<file path="src/rtl/rfa_pkg.sv">
package rfa_pkg;
  typedef enum logic {
    CNT_CHAINED = 1'b0,
    CNT_SPLIT   = 1'b1
  } cnt_mode_e;
endpackage

</file>
<file path="src/rtl/rfa_next.sv">
module rfa_next
  import rfa_pkg::*;
#(
  parameter int CNT_W = 24,
  parameter int LO_W  = 13
) (
  input  logic [CNT_W-1:0] cur,
  input  cnt_mode_e        mode,
  output logic [CNT_W-1:0] nxt,
  output logic             lo_wrap
);
  localparam int HI_W = CNT_W - LO_W;

  function automatic logic [CNT_W-1:0] f_chained(input logic [CNT_W-1:0] v);
    return v + {{(CNT_W-1){1'b0}}, 1'b1};
  endfunction

  function automatic logic [LO_W-1:0] f_lo_inc(input logic [LO_W-1:0] v);
    return v + {{(LO_W-1){1'b0}}, 1'b1};
  endfunction

  assign lo_wrap = &cur[LO_W-1:0];

  generate
    if (HI_W > 0) begin : g_split
      function automatic logic [HI_W-1:0] f_hi_inc(input logic [HI_W-1:0] v);
        return v + {{(HI_W-1){1'b0}}, 1'b1};
      endfunction
      logic [CNT_W-1:0] split_val;
      assign split_val = {f_hi_inc(cur[CNT_W-1:LO_W]), f_lo_inc(cur[LO_W-1:0])};
      assign nxt = (mode == CNT_SPLIT) ? split_val : f_chained(cur);
    end else begin : g_nosplit
      assign nxt = f_chained(cur);
    end
  endgenerate
endmodule

</file>
<file path="src/rtl/rfa_state.sv">
module rfa_state
  import rfa_pkg::*;
#(
  parameter int CNT_W = 24,
  parameter int LO_W  = 13
) (
  input  logic             clk,
  input  logic             rst_n,
  input  logic             step,
  input  logic             clr,
  input  cnt_mode_e        mode,
  input  logic [CNT_W-1:0] nxt,
  output logic [CNT_W-1:0] cnt_q
);
  localparam logic [CNT_W-1:0] ONE    = {{(CNT_W-1){1'b0}}, 1'b1};
  localparam logic [LO_W-1:0]  LO_ONE = {{(LO_W-1){1'b0}}, 1'b1};

  logic do_clear, do_step;
  assign do_clear = clr;
  assign do_step  = step & ~clr;

  always_ff @(posedge clk) begin
    if (!rst_n)        cnt_q <= '0;
    else if (do_clear) cnt_q <= '0;
    else if (do_step)  cnt_q <= nxt;
  end

  // a clear empties the counter on the next edge
  p_clear_zero_r4: assert property (@(posedge clk) disable iff (!rst_n)
    clr |=> (cnt_q == '0));

  // a clear in the same cycle as a step still gives zero
  p_clear_wins_r5: assert property (@(posedge clk) disable iff (!rst_n)
    (clr && step) |=> (cnt_q == '0));

  // no pulse, no motion
  p_hold_r3: assert property (@(posedge clk) disable iff (!rst_n)
    (!clr && !step) |=> $stable(cnt_q));

  // the chained count moves by exactly one, modulo full width
  p_chain_step_r2: assert property (@(posedge clk) disable iff (!rst_n)
    (step && !clr && mode == CNT_CHAINED) |=> (cnt_q == $past(cnt_q) + ONE));

  // the low segment moves by one on its own in split mode
  p_split_lo_r7: assert property (@(posedge clk) disable iff (!rst_n)
    (step && !clr && mode == CNT_SPLIT) |=>
      (cnt_q[LO_W-1:0] == $past(cnt_q[LO_W-1:0]) + LO_ONE));
endmodule

</file>
<file path="src/rtl/rfa_fields.sv">
module rfa_fields #(
  parameter int ROW_W     = 11,
  parameter int COL_W     = 11,
  parameter int BANK_W    = 2,
  parameter int PROG_BASE = 7
) (
  input  logic [BANK_W+COL_W+ROW_W-1:0] cnt,
  output logic [ROW_W-1:0]              row,
  output logic [COL_W-1:0]              col,
  output logic [BANK_W-1:0]             bank,
  output logic [ROW_W-PROG_BASE-1:0]    prog
);
  localparam int PROG_W = ROW_W - PROG_BASE;

  assign row  = cnt[ROW_W-1:0];
  assign col  = cnt[ROW_W+COL_W-1:ROW_W];
  assign bank = cnt[ROW_W+COL_W+BANK_W-1:ROW_W+COL_W];

  generate
    for (genvar k = 0; k < PROG_W; k++) begin : g_prog
      assign prog[k] = row[PROG_BASE+k];
    end
  endgenerate
endmodule

</file>
<file path="src/rtl/rfa_counter.sv">
module rfa_counter
  import rfa_pkg::*;
#(
  parameter int ROW_W      = 11,
  parameter int COL_W      = 11,
  parameter int BANK_W     = 2,
  parameter int SPLIT_LO_W = 13,
  parameter int PROG_BASE  = 7
) (
  input  logic                       clk,
  input  logic                       rst_n,
  input  logic                       refresh_done,
  input  logic                       burst_clear,
  input  logic                       split_test,
  output logic [ROW_W-1:0]           row_addr,
  output logic [COL_W-1:0]           col_addr,
  output logic [BANK_W-1:0]          bank_addr,
  output logic [ROW_W-PROG_BASE-1:0] rows_done
);
  localparam int CNT_W = ROW_W + COL_W + BANK_W;

  cnt_mode_e        mode;
  logic [CNT_W-1:0] cnt_q, cnt_nxt;
  logic             lo_wrap;

  assign mode = split_test ? CNT_SPLIT : CNT_CHAINED;

  rfa_next #(.CNT_W(CNT_W), .LO_W(SPLIT_LO_W)) u_next (
    .cur(cnt_q), .mode(mode), .nxt(cnt_nxt), .lo_wrap(lo_wrap)
  );

  rfa_state #(.CNT_W(CNT_W), .LO_W(SPLIT_LO_W)) u_state (
    .clk(clk), .rst_n(rst_n), .step(refresh_done), .clr(burst_clear),
    .mode(mode), .nxt(cnt_nxt), .cnt_q(cnt_q)
  );

  rfa_fields #(.ROW_W(ROW_W), .COL_W(COL_W), .BANK_W(BANK_W),
               .PROG_BASE(PROG_BASE)) u_fields (
    .cnt(cnt_q), .row(row_addr), .col(col_addr), .bank(bank_addr),
    .prog(rows_done)
  );

  // a low-segment wrap in split mode leaves the high segment one step on, not two
  p_no_carry_r7: assert property (@(posedge clk) disable iff (!rst_n)
    (refresh_done && !burst_clear && split_test && lo_wrap) |=>
      (cnt_q[CNT_W-1:SPLIT_LO_W] == $past(cnt_q[CNT_W-1:SPLIT_LO_W]) + 1'b1));
endmodule

</file>
<file path="config.mk">
export PLATFORM = sky130hd
export DESIGN_NAME = rfa_counter
export DESIGN_NICKNAME = d
export VERILOG_FILES = /design/src/rtl/rfa_pkg.sv /design/src/rtl/rfa_next.sv /design/src/rtl/rfa_state.sv /design/src/rtl/rfa_fields.sv /design/src/rtl/rfa_counter.sv
export SDC_FILE = /design/constraint.sdc
export NUM_CORES = 1
export LEC_CHECK = 0
export BUFFER_PORTS_ARGS = -buffer_cell sky130_fd_sc_hd__buf_2
export CORE_MARGIN = 1
export CORE_UTILIZATION = 51
export DETAILED_ROUTE_END_ITERATION = 16
export PLACE_DENSITY = 0.77
export SYNTH_ARGS = -nofsm -noshare
export SYNTH_HDL_FRONTEND = slang
export SYNTH_SLANG_ARGS = --single-unit
export TNS_END_PERCENT = 50
</file>
<file path="constraint.sdc">
create_clock -name clk -period 2.55 [get_ports clk]
set_clock_uncertainty 0.1 [all_clocks]
set_input_delay 0.765 -clock clk [delete_from_list [all_inputs] [get_ports clk]]
set_output_delay 0.765 -clock clk [all_outputs]
set_load 0.02 [all_outputs]
</file>
==> run summary <==
I/O Buffers -> 32
max reg flops -> 24
mux cell area share after synthesis -> 6.29%
1st-iter DRT viols -> 30
crit share post-route -> 82.7%
Reg-to-Reg End -> u_state.cnt_q[22]
largest area contributor in the synthesized netlist -> dfxtp_1
CTS H-tree depth -> 1
Largest regs -> u_state.cnt_q (24)
largest net degree at the start of global routing -> 19
Root Buffer -> clkbuf_4
startpoint type of the worst setup path -> flop
Post-Route Setup TNS -> 0 ns
most flop-heavy register -> u_state.cnt_q
Post-Synth Simple-Gate Area -> 27.7%
CTS tree -> built
Tmin final -> 2.11 ns
DRC Markers -> 0
R2R depth -> 5
Via Count -> 1155
post-cts sizing count -> 0
Final Slew Violations -> 0
Synth top cells by count -> dfxtp_1, nand2_1, nand3_1, nor2_1, mux2i_1
Synth cell types -> 35
main combinational cell family by area after synthesis -> simple AND/OR/NAND/NOR gates
Worst Max-Slew Pin Slew -> 0.501 ns
Seq/Total Area, Yosys -> 37.8%
Max VDD drop -> 437 uV
wire length per cell -> 13.0 um
fraction of the mapped netlist area in adder cells -> 1.97%
initial antenna violation count -> 0
Final Power -> 0.000620 W
clock sinks -> 24
first-pass GRT wire length -> 4310 um
Worst-Skew Late Latency -> 0.32 ns
die footprint -> 0.00270 mm2
Pwr Density -> 419 mW/mm2
Post-synth EDFFs -> 0
Initial DRT Pass Iterations -> 4
Via density -> 5.58
Layout fillers -> 185
post-synthesis compound-gate area fraction -> 13.9%
CP arrival -> 2.28 ns
crit-path max FO -> 6
unrepaired setup endpoints after global routing -> false
Worst R2R Start -> u_state.cnt_q[0]
cell with the most instances after synthesis -> dfxtp_1
Final Hold Fails -> 0
yosys warns -> 0
outcome -> completed
Layout Nets -> 187
data required time of the critical path -> 2.72 ns
n_diodes -> 0
critical path type -> flop to flop
worst hold path class -> flop to flop
r2r setup slk -> 0.44 ns
Layout Area Growth over Synthesis -> 16.2%
worst rel slew slack -> 66.6%
top-area cell type share of the netlist area -> 37.8%
Remaining Overflow, GRT -> 0
vias in the first global route -> 967
ys flop type -> dfxtp_1
die height -> 52.0 um
routed wire length -> 2690 um
CP endpoint -> u_state.cnt_q[22]
core area -> 0.00228 mm2
post-synthesis async set-or-reset flop share -> 0%
row count -> 17
total I/O pin count -> 33
synthesized flop and latch total -> 24
DP Wirelength -> 1990 um
multi-input logic area -> 722 um2
initial core utilization -> 55.9%
Mapped Nets -> 156
Worst Setup End Kind -> flop
Antenna Violating Nets Remaining -> 0
synth top area cells -> dfxtp_1, mux2i_1, nand2_1
Setup crit start -> u_state.cnt_q[0]
P_leak -> 0.559 nW
Max Fclk -> 0.474 GHz
CTS Buf Count -> 3
storage element area -> 480 um2
routability cong. -> 0.765
Avg Inst Size Synth -> 8.54 um2
setup violators final -> 0
post-CTS setup buffers -> 0
Clock transition at path regs -> 0.14 ns
share of layout cells above drive strength 1 -> 24.0%
Die Wd -> 52.0 um
Synth Instances -> 149
Synth Area in XOR/XNOR -> 6.88%
gr usage total -> 21.4%
CTS Hold Bufs -> 0
clk buf depth -> 2
Cell Area, Synth -> 0.00127 mm2
max-cap viol count -> 0
critical path, stage by stage, from the launching register on:
cell and delay (ns):
dfxtp_1 0.44, ha_1 0.22, nand3_1 0.07, or4_1 0.57
a211oi_1 0.43, mux2i_1 0.22
placed cells by master, fill, tap and decap left out, types with 2 or more instances in the layout:
cell | netlist | final
buf_4 | 4 | 4
nand4_1 | 3 | 3
xor2_1 | 3 | 3
o21ai_0 | 4 | 4
buf_2 | 2 | 32
mux2i_1 | 8 | 8
or4_1 | 2 | 2
dfxtp_1 | 24 | 24
a21oi_1 | 6 | 6
nand2b_1 | 7 | 7
a21boi_0 | 2 | 2
clkbuf_4 | 0 | 3
a2111o_1 | 2 | 2
a211oi_1 | 4 | 4
or3_1 | 3 | 3
xnor2_1 | 7 | 7
nor3_1 | 3 | 3
nand2_1 | 18 | 18
nand3_1 | 11 | 11
nor2_1 | 11 | 11
ha_1 | 2 | 2
inv_1 | 4 | 4
nor2b_1 | 2 | 2
nor4_1 | 2 | 2
report_power, final:
part | internal [W] | leakage [nW] | total, W | switching, W
combinational | 0.0000135 | 0.344 | 0.0000358 | 0.0000223
clock | 0.0000874 | 0.0210 | 0.000205 | 0.000118
sequential | 0.000376 | 0.193 | 0.000379 | 0.00000241
total | 0.000477 | 0.559 | 0.000620 | 0.000142
per-layer routing:
metal,up-vias,wire [um],global-route usage [%]
met5,-,0,0
met4,0,26,8.11
met3,4,92,3.51
met2,25,1270,34.4
met1,541,1290,28.3
li1,585,-,-
worst min-delay path by stage:
stage | startpoint | to | cells past startpoint
2_1_floorplan | u_state.cnt_q[23] | u_state.cnt_q[23] | 2
3_3_place_gp | u_state.cnt_q[23] | u_state.cnt_q[23] | 2
3_5_place_dp | u_state.cnt_q[23] | u_state.cnt_q[23] | 2
4_1_cts | u_state.cnt_q[23] | u_state.cnt_q[23] | 2
5_1_grt | u_state.cnt_q[23] | u_state.cnt_q[23] | 2
6_report | u_state.cnt_q[23] | u_state.cnt_q[23] | 2
metrics by stage:
step | hold slack, ns | instance area [um2] | worst slack (ns) | util (%) | instances
after detailed placement | 0.375 | 1440 | 0.162 | 63.4 | 203
after global routing | 0.406 | 1480 | 0.345 | 65.0 | 207
after floorplan | 0.440 | 1270 | 0.351 | - | 149
after CTS | 0.394 | 1480 | 0.450 | 65.0 | 207
after global placement | 0.356 | 1440 | 0.213 | 63.4 | 203
final | 0.383 | 1480 | 0.442 | 65.0 | 207
cell type report:
class	instances	area share, %
clock buffer	4	2.45
inverter	4	1.02
multi-input combinational	111	48.8
sequential	24	32.5
tap	28	2.37
timing repair buffer	36	12.9
cell families (layout without fill, tap and decap cells):
logic type,Yosys count,after routing
multiplexers,8,8
flip-flops,24,24
adder cells (fa/ha/maj),2,2
AND/OR/NAND/NOR,68,68
buffers and inverters,14,44
XOR/XNOR,10,10
AO/OA/AOI/OAI,23,23
(Power assumes the default switching activity.)
